<file path="config.mk">
export PLATFORM = sky130hd
export DESIGN_NAME = crc32c_digest_engine
export DESIGN_NICKNAME = d
export VERILOG_FILES = /design/src/rtl/crc32c_pkg.sv /design/src/rtl/crc32c_ctrl.sv /design/src/rtl/crc32c_datapath.sv /design/src/rtl/crc32c_digest_engine.sv
export SDC_FILE = /design/constraint.sdc
export NUM_CORES = 1
export LEC_CHECK = 0
export BUFFER_PORTS_ARGS = -buffer_cell sky130_fd_sc_hd__buf_4
export CAP_MARGIN = 10
export CORE_UTILIZATION = 50
export CTS_CLUSTER_SIZE = 12
export DETAILED_ROUTE_END_ITERATION = 10
export PLACE_DENSITY_LB_ADDON = 0.2
export SYNTH_ARGS = -nofsm -noshare
export SYNTH_HDL_FRONTEND = slang
export SYNTH_SLANG_ARGS = --single-unit
</file>
<file path="constraint.sdc">
create_clock -name clk -period 4.7 [get_ports clk]
set_input_delay 1.175 -clock clk [delete_from_list [all_inputs] [get_ports clk]]
set_output_delay 1.175 -clock clk [all_outputs]
set_load 0.02 [all_outputs]
</file>
<file path="src/rtl/crc32c_pkg.sv">
package crc32c_pkg;

  typedef struct packed {
    logic seed;         // restart the division from the preset
    logic absorb;       // fold the input byte into the remainder
    logic capture;      // last byte: latch result registers
    logic checkMode;    // receive check requested on this PDU
    logic loadDigest;   // transmit: load the digest emitter
    logic shiftDigest;  // advance the digest emitter by one byte
  } crcStrobe_t;

endpackage

</file>
<file path="src/rtl/crc32c_ctrl.sv">
module crc32c_ctrl
  import crc32c_pkg::*;
#(
  parameter int CRC_W  = 32,
  parameter int BYTE_W = 8
) (
  input  logic       clk,
  input  logic       rstN,
  input  logic       inValid,
  input  logic       inSop,
  input  logic       inEop,
  input  logic       inCheck,
  output crcStrobe_t strobe,
  output logic       doneStrobe,
  output logic       outValid
);

  localparam int DIGEST_BYTES = CRC_W / BYTE_W;
  localparam int CNT_W        = $clog2(DIGEST_BYTES + 1);

  logic [CNT_W-1:0] emitCnt;
  logic             lastByte;

  assign lastByte = inValid && inEop;

  always_comb begin
    strobe.seed        = inValid && inSop;
    strobe.absorb      = inValid;
    strobe.capture     = lastByte;
    strobe.checkMode   = inCheck;
    strobe.loadDigest  = lastByte && !inCheck;
    strobe.shiftDigest = (emitCnt != '0);
  end

  always_ff @(posedge clk) begin
    if (!rstN) begin
      doneStrobe <= 1'b0;
      emitCnt    <= '0;
    end else begin
      doneStrobe <= lastByte;
      if (lastByte && !inCheck) begin
        emitCnt <= CNT_W'(DIGEST_BYTES);
      end else if (emitCnt != '0) begin
        emitCnt <= emitCnt - 1'b1;
      end
    end
  end

  assign outValid = (emitCnt != '0);

  // a digest burst only begins together with the end-of-PDU pulse
  a_r6_burst_starts_at_done: assert property (@(posedge clk) disable iff (!rstN)
    $rose(outValid) |-> doneStrobe);

  // the burst counter never exceeds the digest length
  a_r6_burst_len: assert property (@(posedge clk) disable iff (!rstN)
    emitCnt <= CNT_W'(DIGEST_BYTES));

endmodule

</file>
<file path="src/rtl/crc32c_datapath.sv">
module crc32c_datapath
  import crc32c_pkg::*;
#(
  parameter int              CRC_W     = 32,
  parameter int              BYTE_W    = 8,
  parameter logic [CRC_W-1:0] POLY_REFL = 32'h82F63B78,
  parameter logic [CRC_W-1:0] PRESET    = 32'hFFFFFFFF,
  parameter logic [CRC_W-1:0] RESIDUE   = 32'hB798B438
) (
  input  logic              clk,
  input  logic              rstN,
  input  crcStrobe_t        strobe,
  input  logic [BYTE_W-1:0] inByte,
  output logic [BYTE_W-1:0] outByte,
  output logic              digestOk,
  output logic [CRC_W-1:0]  crcValue
);

  logic [CRC_W-1:0] remReg;
  logic [CRC_W-1:0] remBase;
  logic [CRC_W-1:0] remNext;
  logic [CRC_W-1:0] digestShift;

  assign remBase = strobe.seed ? PRESET : remReg;

  // One byte per clock: BYTE_W shift-and-reduce steps, low bit first.
  always_comb begin
    logic [CRC_W-1:0] acc;
    acc = remBase ^ {{(CRC_W-BYTE_W){1'b0}}, inByte};
    for (int k = 0; k < BYTE_W; k++) begin
      acc = {1'b0, acc[CRC_W-1:1]} ^ (acc[0] ? POLY_REFL : '0);
    end
    remNext = acc;
  end

  always_ff @(posedge clk) begin
    if (!rstN) begin
      remReg <= PRESET;
    end else if (strobe.absorb) begin
      remReg <= remNext;
    end
  end

  always_ff @(posedge clk) begin
    if (!rstN) begin
      crcValue <= '0;
      digestOk <= 1'b0;
    end else if (strobe.capture) begin
      crcValue <= ~remNext;
      digestOk <= strobe.checkMode && (remNext == RESIDUE);
    end
  end

  always_ff @(posedge clk) begin
    if (!rstN) begin
      digestShift <= '0;
    end else if (strobe.loadDigest) begin
      digestShift <= ~remNext;
    end else if (strobe.shiftDigest) begin
      digestShift <= {{BYTE_W{1'b0}}, digestShift[CRC_W-1:BYTE_W]};
    end
  end

  assign outByte = digestShift[BYTE_W-1:0];

  // results hold between PDU ends
  a_r9_value_hold: assert property (@(posedge clk) disable iff (!rstN)
    !strobe.capture |=> ($stable(crcValue) && $stable(digestOk)));

  // a transmit-mode end never reports a passed check
  a_r9_tx_never_ok: assert property (@(posedge clk) disable iff (!rstN)
    (strobe.capture && !strobe.checkMode) |=> !digestOk);

endmodule

</file>
<file path="src/rtl/crc32c_digest_engine.sv">
module crc32c_digest_engine
  import crc32c_pkg::*;
#(
  parameter int               CRC_W     = 32,
  parameter int               BYTE_W    = 8,
  parameter logic [CRC_W-1:0] POLY_REFL = 32'h82F63B78,
  parameter logic [CRC_W-1:0] PRESET    = 32'hFFFFFFFF,
  parameter logic [CRC_W-1:0] RESIDUE   = 32'hB798B438
) (
  input  logic              clk,
  input  logic              rstN,
  input  logic              inValid,
  input  logic [BYTE_W-1:0] inByte,
  input  logic              inSop,
  input  logic              inEop,
  input  logic              inCheck,
  output logic              outValid,
  output logic [BYTE_W-1:0] outByte,
  output logic              doneStrobe,
  output logic              digestOk,
  output logic [CRC_W-1:0]  crcValue
);

  crcStrobe_t strobe;

  crc32c_ctrl #(
    .CRC_W (CRC_W),
    .BYTE_W(BYTE_W)
  ) u_ctrl (
    .clk       (clk),
    .rstN      (rstN),
    .inValid   (inValid),
    .inSop     (inSop),
    .inEop     (inEop),
    .inCheck   (inCheck),
    .strobe    (strobe),
    .doneStrobe(doneStrobe),
    .outValid  (outValid)
  );

  crc32c_datapath #(
    .CRC_W    (CRC_W),
    .BYTE_W   (BYTE_W),
    .POLY_REFL(POLY_REFL),
    .PRESET   (PRESET),
    .RESIDUE  (RESIDUE)
  ) u_dp (
    .clk     (clk),
    .rstN    (rstN),
    .strobe  (strobe),
    .inByte  (inByte),
    .outByte (outByte),
    .digestOk(digestOk),
    .crcValue(crcValue)
  );

  // a pass verdict only appears together with the end-of-PDU pulse
  a_r7_ok_with_done: assert property (@(posedge clk) disable iff (!rstN)
    $rose(digestOk) |-> doneStrobe);

endmodule

</file>
* Word-level counts from Yosys, hierarchy flattened
Index checks and enable logic that the tools add are counted.
** Storage, ports and cells
- Register bits :: 101
** Cells by class
- Bitwise logic cells :: 11
- Eq/ne operators :: 1
- Multiplexer cells :: 13
- Reduce and logical (&&, ||, !) cells :: 8
- Add/sub/neg operators :: 1
** Operators by type and width (count)
- 2-to-1 mux 32 bit :: 11
- XOR 31 x 32 -> 32 bit :: 8
- equality test 32 bit, second input constant :: 1
- inverter 32 bit :: 1
- XOR 32 x 8 -> 32 bit :: 1
- 2-to-1 mux 3 bit :: 2
- logical AND 1 bit :: 4
- nonzero test 3 bit :: 1
- subtractor 3 x 1 -> 3 bit, second input constant :: 1
- nonzero test 2 bit :: 1
- OR reduction 2 bit :: 1
- zero test 1 bit :: 1
- inverter 1 bit :: 1

* Longest topological paths before layout
- Word-level depth :: 21
- Mapped depth :: 12
- Gate-level depth less buffers :: 9

* Modules after synthesis
From an unflattened synthesis, not the netlist that was laid out.
** Unflattened totals
- Cells, all modules :: 598
- Area, all modules :: 5759.3 µm²
** Modules (own cells, without submodules)
- crc32c_datapath :: area each 5485.3 µm², cells each 571, instances 1
- crc32c_ctrl :: area each 274.0 µm², cells each 27, instances 1

* Worst setup path before layout
OpenSTA, ideal clock, no wires.
- Path kind :: input port to flip-flop
- Start point :: input port inValid
- End point :: register u_dp.digestOk
- Required time :: 4631 ps
- Slack :: 1021 ps
- Path buffers :: 2
- Stages on the path :: 11
- Setup time :: 69 ps
- Arrival time :: 3609 ps
- Cell sequence :: buf_4 and2_4 buf_6 nor2_1 xnor2_2 xnor3_2 xor2_4 xor3_2 nor3_2 nand4_1 o21ai_1
** On the way
- Cells in the longest elaborated chain, start to end :: 15
** RTL lines
- from (decl) :: RTL line crc32c_digest_engine.sv:12 : input logic inValid,
- logical AND 1 bit :: RTL line crc32c_ctrl.sv:27 : strobe.seed = inValid && inSop;
- 2-to-1 mux 32 bit :: RTL line crc32c_datapath.sv:24 : assign remBase = strobe.seed ? PRESET : remReg;
- XOR 32 x 8 -> 32 bit :: RTL line crc32c_datapath.sv:29 : acc = remBase ^ {{(CRC_W-BYTE_W){1'b0}}, inByte};
- 2-to-1 mux 32 bit / XOR 31 x 32 -> 32 bit (equally long branches) :: RTL line crc32c_datapath.sv:31 : acc = {1'b0, acc[CRC_W-1:1]} ^ (acc[0] ? POLY_REFL : '0);
- XOR 31 x 32 -> 32 bit / 2-to-1 mux 32 bit (equally long branches) (3 in series) :: RTL line crc32c_datapath.sv:31
- XOR 31 x 32 -> 32 bit :: RTL line crc32c_datapath.sv:31
- 2-to-1 mux 32 bit / XOR 31 x 32 -> 32 bit (equally long branches) :: RTL line crc32c_datapath.sv:31
- XOR 31 x 32 -> 32 bit / 2-to-1 mux 32 bit (equally long branches) (3 in series) :: RTL line crc32c_datapath.sv:31
- XOR 31 x 32 -> 32 bit :: RTL line crc32c_datapath.sv:31
- equality test 32 bit :: RTL line crc32c_datapath.sv:50 : digestOk <= strobe.checkMode && (remNext == RESIDUE);
- logical AND 1 bit :: RTL line crc32c_datapath.sv:50
- to (signal assigned) :: RTL line crc32c_datapath.sv:50
- to (decl) :: RTL line crc32c_datapath.sv:15 : output logic digestOk,
Parallel ways exist; a longest one is shown, timed or not.
A chain may end at the register's enable or synchronous reset.

* Final worst setup path
Same ends and word-level chain as after synthesis.

==> metrics <==
outcome completed; proportion of layout cells with a drive suffix above 1 0.169; Yosys reg bits 101; Worst Max-Slew Pin Slew 0.919 ns; Reg2Reg Capture Point u_dp.digestOk$_SDFFE_PN0P_; vias in the first global route ~4100; synth top area cells sky130_fd_sc_hd__dfxtp_1 37%, sky130_fd_sc_hd__xnor2_1 9.0%, sky130_fd_sc_hd__nand2_1 8.3%; total clock sinks 101; area added between synthesis and finish 11.2%; clock-pin slew on the worst setup and hold paths 0.10 ns; critical-path cell list buf_4, and2_4, nor2_1, xnor2_4, xnor3_1, xor2_1, or4_1, nor4_1, o2111ai_1, o21ai_1; WP data required around 5 ns; via total after detailed routing 4199; biggest area consumer among synthesized cells sky130_fd_sc_hd__dfxtp_1; width of the die about 110 um; CP startpoint inValid; Final #Nets 658; max_cap viols 0; PortBufs 56; area of the multi-input gates 3260 um2; critical path capture point u_dp.digestOk$_SDFFE_PN0P_; area share of the largest cell type after synthesis 0.365; detail-routed net length per standard cell 17.6 um; DR DRC count 0; detailed-route wire length ~14000 um; worst reg2reg path startpoint u_dp.remReg[1]$_SDFFE_PN1P_; library cell contributing the largest single delay on the critical path sky130_fd_sc_hd__or4_1; final cycle utilization of the critical path 0.802; Sequential cell area 2020 um2; maximum buffer depth of the clock tree 2; cts hold-fix bufs 0; die area 11500 um2; global-route wire length before repair between 20000 and 25000 um; number of antenna cells inserted 0; Worst Setup End Kind register; cell count after synthesis 617; placed wire-length estimate 9690 um; initial standard-cell utilization of the core 0.513; final setup vio count 0; critical setup path kind in2reg; path type of the worst min-delay path reg2reg; arrival time reported for the critical path endpoint 4.08 ns; most common library cells after synthesis 122 x sky130_fd_sc_hd__nand2_1, 101 x sky130_fd_sc_hd__dfxtp_1, 57 x sky130_fd_sc_hd__xnor2_1, 56 x sky130_fd_sc_hd__nor2_1, 35 x sky130_fd_sc_hd__mux2i_1; root buffer cell sky130_fd_sc_hd__clkbuf_8; Cell Rows 38; Worst Reg2Reg Path Length in Cells 9; startpoint types input port; overflow left after global routing 0; total of fill cells in the finished design 990; synth warn 0; clock tree from TritonCTS done; skew final 0.0112 ns; library cells used by synthesis roughly 50; area of the placeable core between 10000 and 15000 um2; DRC marker count from the first detailed-route iteration 419; Final Hold Viols 0; mean instance size in the synthesized netlist 8.97 um2; number of buffers added by the clock tree synthesis step 9; share of synthesized flip-flops with an asynchronous set or reset 0; ys flop type sky130_fd_sc_hd__dfxtp_1; deepest level of the CTS H-tree 3; number of nets produced by synthesis about 630; crit path max fanout 29; count of flip-flops with a built-in enable after synthesis 0; worst reg-to-reg setup slack 1.52 ns; number of iterations in the first detailed-routing pass 5; Mapped Area 5530 um2; number of antenna violations at the first check in global routing 0; Buf+Inv Stages, Crit Path 1; clock period minus worst slack 3.77 ns; Final TNS setup 0 ns; RePlAce Congestion approximately 0.95; max-slew violation count 0; maximum single-stage delay on the critical path between 0.5 and 0.6 ns; insertion delay of the later-clocked pin in the worst-skew pair between 0.3 and 0.4 ns; Slew headroom 0.387; via/cell ratio 5.34; post-synthesis sequential area ratio 0.365; most repeated cell in the gate-level netlist after synthesis sky130_fd_sc_hd__nand2_1; buffers inserted during post-CTS setup optimization 0; number of logic stages on the critical path including buffering 10; Routed Antenna Nets 0; dominant delay contributor by cell family on the critical path simple AND/OR/NAND/NOR gates; pin count of the biggest net entering global routing 100; post-cts repair resize count 0; global router's overall resource usage 0.253; top achievable clock speed about 0.27 GHz; RSZ-0062 raised after global routing no; die boundary height 107 um; count of pins on the block boundary 57
## metrics by stage
| step | instance area, um2 | worst slack [ns] | util | hold WS (ns) | instances |
|---|---|---|---|---|---|
| 3_3_place_gp | 5950 | 0.572 | 0.551 | 0.456 | 770 |
| 5_1_grt | 6160 | 0.852 | 0.570 | 0.502 | 786 |
| 2_1_floorplan | 5530 | 1.02 | - | 0.442 | 617 |
| 4_1_cts | 6160 | 0.976 | 0.570 | 0.476 | 786 |
| 6_report | 6160 | 0.930 | 0.570 | 0.473 | 786 |
| 3_5_place_dp | 5950 | 0.594 | 0.551 | 0.462 | 770 |
## cell type report
cell class / count / share of cell area
clock buffers: 11 / 0.0246
clock inverters: 5 / 0.00935
inverters: 5 / 0.00305
multi-input cells: 461 / 0.529
flip-flops and latches: 101 / 0.328
well taps: 140 / 0.0285
repair buffers: 63 / 0.0768
## per-layer routing
layer,part of all wire,vias up,global-route usage
met4,0.024,0,0.0832
met5,0,-,0
li1,-,2054,-
met3,0.056,25,0.0480
met1,0.46,1990,0.349
met2,0.46,130,0.396
## logic make-up after synthesis
kind of cell,count (synthesis),synth area share
and+or+nand+nor,232,0.186
xor gates and xnor gates,112,0.226
DFF,101,0.365
AOI/OAI and AO/OA,79,0.106
buffers and inverters,55,0.0468
muxes,35,0.0633
adders and majority gates,3,0.00678
## worst min-delay path: cells and delay by family, from the launching register on
family / cells / cell delay, ns
AOI/OAI and AO/OA: 1 / 0.06
DFF: 1 / 0.32
and+or+nand+nor: 1 / 0.05
## cells in the final DEF (no fill, tap or decap), types with 2 or more instances in the layout
master	synthesis	final
sky130_fd_sc_hd__xnor3_1	3	3
sky130_fd_sc_hd__and2_1	9	9
sky130_fd_sc_hd__a21boi_0	12	12
sky130_fd_sc_hd__xor2_2	5	5
sky130_fd_sc_hd__and3_1	4	4
sky130_fd_sc_hd__nand3_1	13	13
sky130_fd_sc_hd__ha_1	3	2
sky130_fd_sc_hd__dfxtp_1	101	101
sky130_fd_sc_hd__xor2_4	2	2
sky130_fd_sc_hd__xor2_1	32	32
sky130_fd_sc_hd__nor3b_1	10	10
sky130_fd_sc_hd__nor2_2	2	2
sky130_fd_sc_hd__o211a_1	30	30
sky130_fd_sc_hd__nand4_1	2	2
sky130_fd_sc_hd__o21ai_0	31	31
sky130_fd_sc_hd__buf_4	9	63
sky130_fd_sc_hd__xnor2_4	2	2
sky130_fd_sc_hd__nor2_1	56	56
sky130_fd_sc_hd__clkbuf_8	0	11
sky130_fd_sc_hd__xnor2_2	7	7
sky130_fd_sc_hd__o21ai_1	2	2
sky130_fd_sc_hd__nor4b_1	2	2
sky130_fd_sc_hd__inv_1	5	5
sky130_fd_sc_hd__nand2_1	122	122
sky130_fd_sc_hd__mux2i_1	35	35
sky130_fd_sc_hd__xnor2_1	57	57
sky130_fd_sc_hd__xnor3_2	2	2
sky130_fd_sc_hd__clkinv_2	0	2
## state kept, by name (all words and copies together) (netlist names)
| register | count |
|---|---|
| u_dp.digestShift | 32 |
| u_ctrl.doneStrobe | 1 |
| u_dp.crcValue | 32 |
| u_dp.remReg | 32 |
| u_ctrl.emitCnt | 3 |
| u_dp.digestOk | 1 |
## worst min-delay path by stage
| stage | start | endpoint | slack [ns] | cells after the start |
|---|---|---|---|---|
| global route | u_dp.crcValue[18]$_SDFFE_PN0P_ | u_dp.crcValue[18]$_SDFFE_PN0P_ | 0.50 | 2 |
| global placement | u_dp.crcValue[5]$_SDFFE_PN0P_ | u_dp.crcValue[5]$_SDFFE_PN0P_ | 0.46 | 2 |
| finish | u_dp.crcValue[4]$_SDFFE_PN0P_ | u_dp.crcValue[4]$_SDFFE_PN0P_ | 0.47 | 2 |
| detailed placement | u_dp.crcValue[18]$_SDFFE_PN0P_ | u_dp.crcValue[18]$_SDFFE_PN0P_ | 0.46 | 2 |
| CTS | u_dp.crcValue[18]$_SDFFE_PN0P_ | u_dp.crcValue[18]$_SDFFE_PN0P_ | 0.48 | 2 |
| floorplan | u_dp.remReg[25]$_SDFFE_PN1P_ | u_dp.remReg[25]$_SDFFE_PN1P_ | 0.44 | 2 |
Power is left out: the tool's default activity adds up to more than one toggle a clock period on the data nets, which glitch-free logic cannot reach.
